<file path="src/rtl/tbase_pkg.sv">
package tbase_pkg;
   localparam int unsigned ADR_W      = 4;
   localparam logic [3:0] ADR_CAPHI   = 4'd7;
   localparam logic [3:0] ADR_CTRL    = 4'd8;
   localparam logic [3:0] ADR_CMPV0   = 4'd9;
   localparam logic [3:0] ADR_SLCFG   = 4'd11;
   localparam logic [3:0] ADR_IRQ     = 4'd12;
   localparam logic [3:0] ADR_CLR     = 4'd13;
   localparam logic [3:0] ADR_LDLO    = 4'd14;
   localparam logic [3:0] ADR_LDHI    = 4'd15;

   typedef struct packed {
      logic [4:0] start;
      logic [4:0] wlen_m1;
   } slice_cfg_t;
endpackage

</file>
<file path="src/rtl/tbase_count.sv">
module tbase_count #(
   parameter int unsigned CNT_W  = 64,
   parameter int unsigned HALF_W = 32
) (
   input  logic              clk,
   input  logic              rst_n,
   input  logic              run,
   input  logic              ld_lo,
   input  logic              ld_hi,
   input  logic [HALF_W-1:0] ld_data,
   output logic [CNT_W-1:0]  cnt,
   output logic              advanced
);
   if (CNT_W != 2 * HALF_W) begin : g_bad_half
      $error("tbase_count: CNT_W must be twice HALF_W");
   end

   always_ff @(posedge clk or negedge rst_n) begin
      if (!rst_n) begin
         cnt      <= '0;
         advanced <= 1'b0;
      end else begin
         advanced <= 1'b0;
         if (ld_lo || ld_hi) begin
            if (ld_lo) cnt[HALF_W-1:0]     <= ld_data;
            if (ld_hi) cnt[CNT_W-1:HALF_W] <= ld_data;
         end else if (run) begin
            cnt      <= cnt + 1'b1;
            advanced <= 1'b1;
         end
      end
   end
endmodule

</file>
<file path="src/rtl/tbase_views.sv">
module tbase_views #(
   parameter int unsigned CNT_W   = 64,
   parameter int unsigned VIEW_W  = 32,
   parameter int unsigned STEP    = 4,
   parameter int unsigned N_VIEWS = 7
) (
   input  logic [CNT_W-1:0]                 cnt,
   output logic [N_VIEWS-1:0][VIEW_W-1:0]   views
);
   localparam int unsigned TOP_LSB = CNT_W - VIEW_W;

   if (N_VIEWS < 2) begin : g_bad_n
      $error("tbase_views: need at least two views");
   end
   if (STEP * (N_VIEWS - 2) + VIEW_W > CNT_W) begin : g_bad_step
      $error("tbase_views: stepped windows exceed the count width");
   end

   for (genvar n = 0; n < N_VIEWS; n++) begin : g_view
      if (n == N_VIEWS - 1) begin : g_top
         assign views[n] = cnt[TOP_LSB +: VIEW_W];
      end else begin : g_step
         assign views[n] = cnt[STEP * n +: VIEW_W];
      end
   end
endmodule

</file>
<file path="src/rtl/tbase_cmp.sv">
module tbase_cmp #(
   parameter int unsigned CNT_W = 64,
   parameter int unsigned CMP_W = 32,
   parameter int unsigned OFS_W = $clog2(CMP_W)
) (
   input  logic              clk,
   input  logic              rst_n,
   input  logic [CNT_W-1:0]  cnt,
   input  logic              advanced,
   input  logic [CMP_W-1:0]  cmp_val,
   input  logic [OFS_W-1:0]  start,
   input  logic [OFS_W-1:0]  wlen_m1,
   input  logic              en,
   input  logic              clr,
   output logic              flag,
   output logic              irq
);
   if ((1 << OFS_W) > CMP_W * 2 || (1 << OFS_W) < CMP_W) begin : g_bad_ofs
      $error("tbase_cmp: OFS_W must fit CMP_W");
   end
   if ((1 << OFS_W) - 1 + CMP_W > CNT_W) begin : g_bad_reach
      $error("tbase_cmp: slice can run past the count");
   end

   logic [CMP_W-1:0] mask;
   logic [CMP_W-1:0] slice;
   logic             hit;

   always_comb begin
      mask  = {CMP_W{1'b1}} >> (CMP_W - 1 - int'(wlen_m1));
      slice = CMP_W'(cnt >> start);
      hit   = ((slice ^ cmp_val) & mask) == '0;
   end

   always_ff @(posedge clk or negedge rst_n) begin
      if (!rst_n)                flag <= 1'b0;
      else if (hit && advanced)  flag <= 1'b1;
      else if (clr)              flag <= 1'b0;
   end

   assign irq = flag & en;
endmodule

</file>
<file path="src/rtl/tbase64_timer.sv">
module tbase64_timer
   import tbase_pkg::*;
#(
   parameter int unsigned CNT_W     = 64,
   parameter int unsigned VIEW_W    = 32,
   parameter int unsigned VIEW_STEP = 4,
   parameter int unsigned N_VIEWS   = 7,
   parameter int unsigned N_CH      = 2
) (
   input  logic              clk,
   input  logic              rst_n,
   input  logic              freeze,
   input  logic              rd_en,
   input  logic [ADR_W-1:0]  rd_addr,
   output logic [VIEW_W-1:0] rd_data,
   input  logic              wr_en,
   input  logic [ADR_W-1:0]  wr_addr,
   input  logic [VIEW_W-1:0] wr_data,
   output logic [N_CH-1:0]   irq
);
   localparam int unsigned HALF_W = CNT_W / 2;
   localparam int unsigned OFS_W  = $clog2(VIEW_W);
   localparam int unsigned CFG_STRIDE = 16;

   if (N_CH < 1 || N_CH > 2) begin : g_bad_ch
      $error("tbase64_timer: one or two compare channels supported");
   end
   if (VIEW_W != HALF_W) begin : g_bad_view
      $error("tbase64_timer: view width must be half the count");
   end
   if (OFS_W != 5 || N_VIEWS > int'(ADR_CAPHI)) begin : g_bad_map
      $error("tbase64_timer: parameters do not fit the address map");
   end

   logic [CNT_W-1:0]              cnt_w;
   logic                          adv_w;
   logic                          off_q;
   logic                          ld_lo, ld_hi, ld_any;
   logic [N_VIEWS-1:0][VIEW_W-1:0] views_w;
   logic [VIEW_W-1:0]             cap_q;
   logic [N_CH-1:0][VIEW_W-1:0]   cmp_q;
   slice_cfg_t [N_CH-1:0]         cfg_q;
   logic [N_CH-1:0]               en_q;
   logic [N_CH-1:0]               clr_w;
   logic [N_CH-1:0]               flag_w;
   logic [VIEW_W-1:0]             rd_next;
   logic                          rd_low;

   assign ld_lo  = wr_en && (wr_addr == ADR_LDLO);
   assign ld_hi  = wr_en && (wr_addr == ADR_LDHI);
   assign ld_any = ld_lo || ld_hi;
   assign rd_low = rd_en && (rd_addr == '0);
   assign clr_w  = {N_CH{wr_en && (wr_addr == ADR_CLR)}} & wr_data[N_CH-1:0];

   tbase_count #(.CNT_W(CNT_W), .HALF_W(HALF_W)) u_count (
      .clk      (clk),
      .rst_n    (rst_n),
      .run      (!off_q && !freeze),
      .ld_lo    (ld_lo),
      .ld_hi    (ld_hi),
      .ld_data  (wr_data),
      .cnt      (cnt_w),
      .advanced (adv_w)
   );

   tbase_views #(
      .CNT_W(CNT_W), .VIEW_W(VIEW_W), .STEP(VIEW_STEP), .N_VIEWS(N_VIEWS)
   ) u_views (
      .cnt   (cnt_w),
      .views (views_w)
   );

   for (genvar c = 0; c < N_CH; c++) begin : g_ch
      tbase_cmp #(.CNT_W(CNT_W), .CMP_W(VIEW_W), .OFS_W(OFS_W)) u_cmp (
         .clk      (clk),
         .rst_n    (rst_n),
         .cnt      (cnt_w),
         .advanced (adv_w),
         .cmp_val  (cmp_q[c]),
         .start    (cfg_q[c].start),
         .wlen_m1  (cfg_q[c].wlen_m1),
         .en       (en_q[c]),
         .clr      (clr_w[c]),
         .flag     (flag_w[c]),
         .irq      (irq[c])
      );
   end

   always_ff @(posedge clk or negedge rst_n) begin
      if (!rst_n) begin
         off_q <= 1'b0;
         cmp_q <= '0;
         cfg_q <= '0;
         en_q  <= '0;
      end else if (wr_en) begin
         if (wr_addr == ADR_CTRL) off_q <= wr_data[0];
         if (wr_addr == ADR_IRQ)  en_q  <= wr_data[N_CH-1:0];
         for (int c = 0; c < N_CH; c++) begin
            if (wr_addr == ADR_CMPV0 + 4'(c)) cmp_q[c] <= wr_data;
            if (wr_addr == ADR_SLCFG) begin
               cfg_q[c].start   <= wr_data[CFG_STRIDE*c +: 5];
               cfg_q[c].wlen_m1 <= wr_data[CFG_STRIDE*c + 8 +: 5];
            end
         end
      end
   end

   always_ff @(posedge clk or negedge rst_n) begin
      if (!rst_n)      cap_q <= '0;
      else if (rd_low) cap_q <= cnt_w[CNT_W-1:HALF_W];
   end

   always_comb begin
      rd_next = '0;
      for (int v = 0; v < N_VIEWS; v++) begin
         if (rd_addr == ADR_W'(v)) rd_next = views_w[v];
      end
      if (rd_addr == ADR_CAPHI) rd_next = cap_q;
      if (rd_addr == ADR_CTRL)  rd_next[0] = off_q;
      for (int c = 0; c < N_CH; c++) begin
         if (rd_addr == ADR_CMPV0 + 4'(c)) rd_next = cmp_q[c];
         if (rd_addr == ADR_SLCFG) begin
            rd_next[CFG_STRIDE*c +: 5]     = cfg_q[c].start;
            rd_next[CFG_STRIDE*c + 8 +: 5] = cfg_q[c].wlen_m1;
         end
         if (rd_addr == ADR_IRQ) begin
            rd_next[c]     = en_q[c];
            rd_next[8 + c] = flag_w[c];
         end
      end
   end

   always_ff @(posedge clk or negedge rst_n) begin
      if (!rst_n) rd_data <= '0;
      else        rd_data <= rd_en ? rd_next : '0;
   end
endmodule

</file>
<file path="config.mk">
export PLATFORM = sky130hd
export DESIGN_NAME = tbase64_timer
export DESIGN_NICKNAME = d
export VERILOG_FILES = /design/src/rtl/tbase_pkg.sv /design/src/rtl/tbase_count.sv /design/src/rtl/tbase_views.sv /design/src/rtl/tbase_cmp.sv /design/src/rtl/tbase64_timer.sv
export SDC_FILE = /design/constraint.sdc
export NUM_CORES = 1
export LEC_CHECK = 0
export ABC_CLOCK_PERIOD_IN_PS = 3830
export BUFFER_PORTS_ARGS = -buffer_cell sky130_fd_sc_hd__buf_2
export CORE_ASPECT_RATIO = 0.5
export CORE_MARGIN = 4
export CORE_UTILIZATION = 35
export CTS_CLUSTER_DIAMETER = 80
export DETAILED_ROUTE_END_ITERATION = 12
export GPL_ROUTABILITY_DRIVEN = 1
export PLACE_DENSITY_LB_ADDON = 0.2
export SLEW_MARGIN = 20
export SYNTH_ARGS = -nofsm -noshare
export SYNTH_HDL_FRONTEND = slang
export SYNTH_SLANG_ARGS = --single-unit
</file>
<file path="constraint.sdc">
create_clock -name clk -period 3.83 [get_ports clk]
set_input_delay 0 -clock clk [delete_from_list [all_inputs] [get_ports clk]]
set_output_delay 0 -clock clk [all_outputs]
set_load 0.02 [all_outputs]
</file>
---- Word level (Yosys, flattened, before mapping) ----
Index checks and enable logic that the tools add are counted.
operators by class
  add/sub/neg operators ................... 3
  eq/ne operators ......................... 22
  shifts and indexed selects .............. 4
  muxes and demuxes ....................... 30
  bitwise operators ....................... 7
  reductions and logical operators ........ 23
operators with widths
  cell                                                  count
  2-to-1 mux 32 bit                                     13
  2-to-1 mux 64 bit                                     2
  >> shifter 64 x 5 -> 32 bit                           2
  adder 64 x 1 -> 64 bit (second input constant)        1
  bitwise AND 32 bit                                    2
  logical NOT 32 bit                                    2
  >> shifter 32 x 32 -> 32 bit (first input constant)   2
  bitwise XOR 32 bit                                    2
  equality test 4 bit (second input constant)           13
  2-to-1 mux 5 bit                                      4
  equality test 4 x 3 -> 1 bit (second input constant)  4
  AND reduction 2 bit                                   7
  subtractor 5 x 5 -> 6 bit (first input constant)      2
  2-to-1 mux 1 bit                                      11
  equality test 4 x 2 -> 1 bit (second input constant)  2
  logical AND 1 bit                                     7
  nonzero test 2 bit                                    3
  equality test 4 x 1 -> 1 bit (second input constant)  1
  logical NOT 4 bit                                     1
  != test 2 x 1 -> 1 bit (second input constant)        2
  bitwise AND 1 bit                                     2
  bitwise AND 2 bit                                     1
  logical NOT 1 bit                                     2
  logical OR 1 bit                                      1
storage, ports and cells
  register bits after elaboration ......... 218
  input bits .............................. 45
  output and inout port bits .............. 34

---- Depth between registers and ports, before layout ----
  word-level depth ........................ 16
  mapped depth ............................ 13

---- Hierarchy ----
A second synthesis with hierarchy kept.
unflattened totals
  cells, all modules ...................... 2,553
  area total of the unflattened synthesis .. 24,322.1 um^2
by module, submodules not included
  module         instances  cells an instance  area each (um^2)  seq. area each (um^2)
  tbase_cmp      2          540                4,833.4           25.0
  tbase64_timer  1          712                8,622.0           3,778.6
  tbase_count    1          537                4,351.7           1,626.6
  tbase_views    1          224                1,681.6           0.0

---- Least setup slack after synthesis ----
OpenSTA, ideal clock, no wires.
  path kind ............................... register to register
  start ................................... register cfg_q[6] (netlist name)
  end ..................................... register g_ch[0].u_cmp.flag
  data arrival time ....................... 3,045 ps
  setup slack ............................. 718 ps
  stages on the path, launching flop included .. 11
  buffers on the path ..................... 2
  clock period less this slack ............ 3,112 ps
  cells stage by stage .................... dfrtp_1 -> buf_2 -> buf_1 -> mux4_2 -> mux2_2 -> mux4_2 -> xnor2_1 -> o32ai_1 -> or4_1 -> nor4_1 -> a32o_1
between the ends
  longest elaborated chain between the ends .. 6
  elaborated cells between the ends (all ways) .. 7
RTL lines
  what                                                           line             text
  >> shifter 64 x 5 -> 32 bit *                                  tbase_cmp.sv:31  slice = CMP_W'(cnt >> start);
  bitwise XOR 32 bit *                                           tbase_cmp.sv:32  hit = ((slice ^ cmp_val) & mask) == '0;
  bitwise AND 32 bit *                                           tbase_cmp.sv:32
  logical NOT 32 bit *                                           tbase_cmp.sv:32
  logical AND 1 bit *                                            tbase_cmp.sv:37  else if (hit && advanced) flag <= 1'b1;
  2-to-1 mux 1 bit / nonzero test 2 bit (equally long branches)  n/a
  to (signal assigned)                                           tbase_cmp.sv:36  if (!rst_n) flag <= 1'b0;
  to (signal assigned)                                           tbase_cmp.sv:37
  to (signal assigned)                                           tbase_cmp.sv:38  else if (clr) flag <= 1'b0;
  to (decl)                                                      tbase_cmp.sv:15  output logic flag,
Mark *: on every way between the ends. The rest lies on a longest branch, timed or not.
A chain may end at the register's enable or synchronous reset.

---- Final worst setup path ----
  start ................................... register cfg_q[6] (netlist name)
  end ..................................... register g_ch[0].u_cmp.flag
between the ends
  longest elaborated chain between the ends .. 6
  elaborated cells between the ends (all ways) .. 7
RTL lines
  what                                                           line
  >> shifter 64 x 5 -> 32 bit *                                  tbase_cmp.sv:31
  bitwise XOR 32 bit *                                           tbase_cmp.sv:32
  bitwise AND 32 bit *                                           tbase_cmp.sv:32
  logical NOT 32 bit *                                           tbase_cmp.sv:32
  logical AND 1 bit *                                            tbase_cmp.sv:37
  2-to-1 mux 1 bit / nonzero test 2 bit (equally long branches)  n/a
Marked as above.

==> flow_summary.json <==
{
  "synth_cells": 1886,
  "slowest_stage": "mux4_2",
  "clockBufferDepth": 3,
  "cp.required_ns": 4.33,
  "grt_usage_pct": 31.14,
  "status": "completed",
  "drc": 0,
  "wire_per_inst_microns": 34.94,
  "grt_max_degree": 88,
  "rsz0062_at_grt": "false",
  "fin_crit_ns": 3.629,
  "worstHoldPathType": "in2async",
  "finClkSkew_ns": 0.03631,
  "yosys_warnings": 0,
  "drt-initial-drc-count": 3000,
  "worstPathMaxFanout": 16,
  "cts_setup_buffers": 0,
  "relSlewSlack_pct": 18.41,
  "swShare_pct": 47.33,
  "finalCritPeriodShare_pct": 94.74,
  "finalSetupViolations": 0,
  "synth_ff_type": "dfrtp_1",
  "path_class": "reg2reg",
  "die_h_microns": 172.7,
  "grt_pass1_vias": 17019,
  "synth_edf_count": 0,
  "detail-route-antenna-nets": 0,
  "viasPerCell": 6.853,
  "hold_slack_ns": 0.01521,
  "place_inst": 2590,
  "clock.fmax_mhz": 275.6,
  "end_kind": "flip-flop",
  "ys_seq_area_share_pct": 28.74,
  "internal_power_uw": 8323,
  "die-area_sq_um": 58250,
  "arrival_ns": 4.13,
  "finalSetupTns_ns": 0,
  "hold_violations": 0,
  "final_common_cell": "dfrtp_1",
  "ioPinCount": 79,
  "cts_root_buffer": "clkbuf_16",
  "tightest_slew_ns": 1.211,
  "power.density_nw_per_um2": 725.7,
  "synth_area_sq_um": 18980,
  "ys_seq_elements": 218,
  "vias": 18325,
  "core_sq_um": 53680,
  "grt_pass1_wl_mm": 130.9,
  "clkPwrFrac_pct": 15.9,
  "clkSinkCount": 218,
  "final_nets": 1990,
  "clk_latency_ns": 0.59,
  "clk_pin_slew_ns": 0.06,
  "syn_to_final_growth_pct": 14.70,
  "power_frac_comb_pct": 55.4,
  "drv_slew": 0,
  "hpwl_mm": 71.16,
  "placed_cell_area_sq_um": 20540,
  "routed_wl_mm": 93.44,
  "floorplan.initialDensity_pct": 35.36,
  "synth.avg_cell_area_sq_um": 10.06,
  "portBuffers": 78,
  "cp_cell_sequence": "buf_12 > mux4_2 > mux4_2 > mux2i_1 > mux2i_1 > o2111ai_1 > or4_1 > nor4_1 > a32o_1",
  "leakagePower_uw": 0.008437,
  "cts_tree": "done",
  "antenna_found_initial": 10,
  "grt_overflow": 0,
  "ys_async_sr_fraction_pct": 100.0,
  "final_cell_mix": "dfrtp_1 (213), mux4_2 (151), mux2_2 (149), a21oi_1 (142), buf_4 (135)",
  "gp_congestion": 1.028,
  "r2r_cells": 9,
  "htreeDepth": 1,
  "synth_cell_types": 75,
  "p_seq_share_pct": 28.8,
  "cpPeakStageDelay_ns": 0.57,
  "synth.net_count": 1932,
  "cts_made_buffers": 24,
  "switching_power_uw": 7478,
  "cts_resized": 0,
  "drv_cap": 0,
  "first_pass_iters": 7,
  "finalInstanceArea_sq_um": 21770,
  "layout-drive-gt1-share_pct": 30.37,
  "die_w_microns": 337.3,
  "fin_cells": 2674,
  "startpoint_type": "flip-flop",
  "row_count": 60,
  "peakVddDrop_mv": 0.3256
}
-- registers in the layout, summed over array words and instances (netlist names), 2 cells and up --
name,cells
rd_data,32
u_count.cnt,64
g_ch.u_cmp.flag,2
cap_q,32
en_q,2
cmp_q,64
cfg_q,20
-- cell usage after synthesis, types with 27 or more instances --
master / number / area, sq um
a21oi_1: 143 / 715.7
a222oi_1: 27 / 270.3
a22oi_1: 61 / 457.9
a31oi_1: 33 / 206.5
clkbuf_1: 177 / 664.4
dfrtp_1: 218 / 5455
mux2_2: 149 / 1678
mux2i_1: 109 / 1091
mux4_2: 151 / 3401
nand2_1: 127 / 476.7
nand3_1: 43 / 215.2
nor2_1: 132 / 495.5
o21ai_0: 79 / 395.4
o22a_1: 27 / 236.5
o22ai_1: 31 / 193.9
xor2_1: 28 / 245.2
-- path summary, 6_finish.rpt --
kind                                                       end                  from  slack (ns)
worst max-delay path            g_ch[0].u_cmp.flag$_DFFE_PN0P_  cfg_q[6]$_DFFE_PN0P_        0.20
worst min-delay path                     cfg_q[13]$_DFFE_PN0P_                 rst_n        0.02
worst max register to register  g_ch[0].u_cmp.flag$_DFFE_PN0P_  cfg_q[6]$_DFFE_PN0P_        0.20
worst min register to register            cap_q[2]$_DFFE_PN0P_  cap_q[2]$_DFFE_PN0P_        0.51
max in group asynchronous                 cap_q[8]$_DFFE_PN0P_                 rst_n        2.89
min in group clk                         rd_data[21]$_DFF_PN0_            rd_addr[2]        0.07
-- through the flow --
step                      total power, uW  setup slack, ns  util [%]
after global placement              12870           0.3285     38.26
after global routing                16300           0.1107     40.55
after detailed placement            12850           0.3014     38.26
final                               15800           0.2015     40.56
after CTS                           15410           0.2682     40.55
after floorplan                      9433           0.7176         -
-- layer usage --
| metal | GRT usage, % | up-vias | part of all wire [%] |
|---|---|---|---|
| met5 | 0 | - | 0.10 |
| met4 | 9.358 | 14 | 3.9 |
| met3 | 15.49 | 191 | 16 |
| met2 | 40.42 | 1252 | 38 |
| met1 | 44.80 | 9359 | 42 |
| li1 | - | 7509 | - |
-- kinds of logic after synthesis --
group           after synthesis  share of synthesized area [%]
flops                       218                          28.74
compound gates              516                          18.29
simple gates                433                          10.80
buf+inv                     244                          5.451
xor+xnor                     51                          2.353
fa+ha+maj                     1                        0.06590
mux                         423                          34.30
-- layout make-up --
type	instances	area, sq um
diodes	2	5.005
well taps	713	892.1
flip-flops and latches	218	5466
clock inverters	9	150.1
repair buffers	262	1984
inverters	14	52.55
multi-input cells	1424	12550
clock buffers	32	670.6
fillers	5225	31900
-- critical path: cells and delay by family, from the launching register on --
kind | cells | cell delay, ns
multiplexers | 4 | 1.74
AND/OR/NAND/NOR | 2 | 0.67
flip-flops | 1 | 0.56
AO/OA/AOI/OAI | 2 | 0.36
buffers and inverters | 1 | 0.20
-- power groups by stage --
stage	clock (uW)	sequential, uW	combinational (uW)
global route	2610	4540	9140
detailed placement	0	4460	8400
finish	2510	4540	8750
CTS	2540	4410	8460
global placement	0	4460	8410
floorplan	0	3400	6030
-- what timing repair did --
item / CTS / global route
hold buffers: 41 / 0
setup endpoints to repair: 0 / 0
hold endpoints to repair: 215 / 0
(Power assumes the default switching activity.)
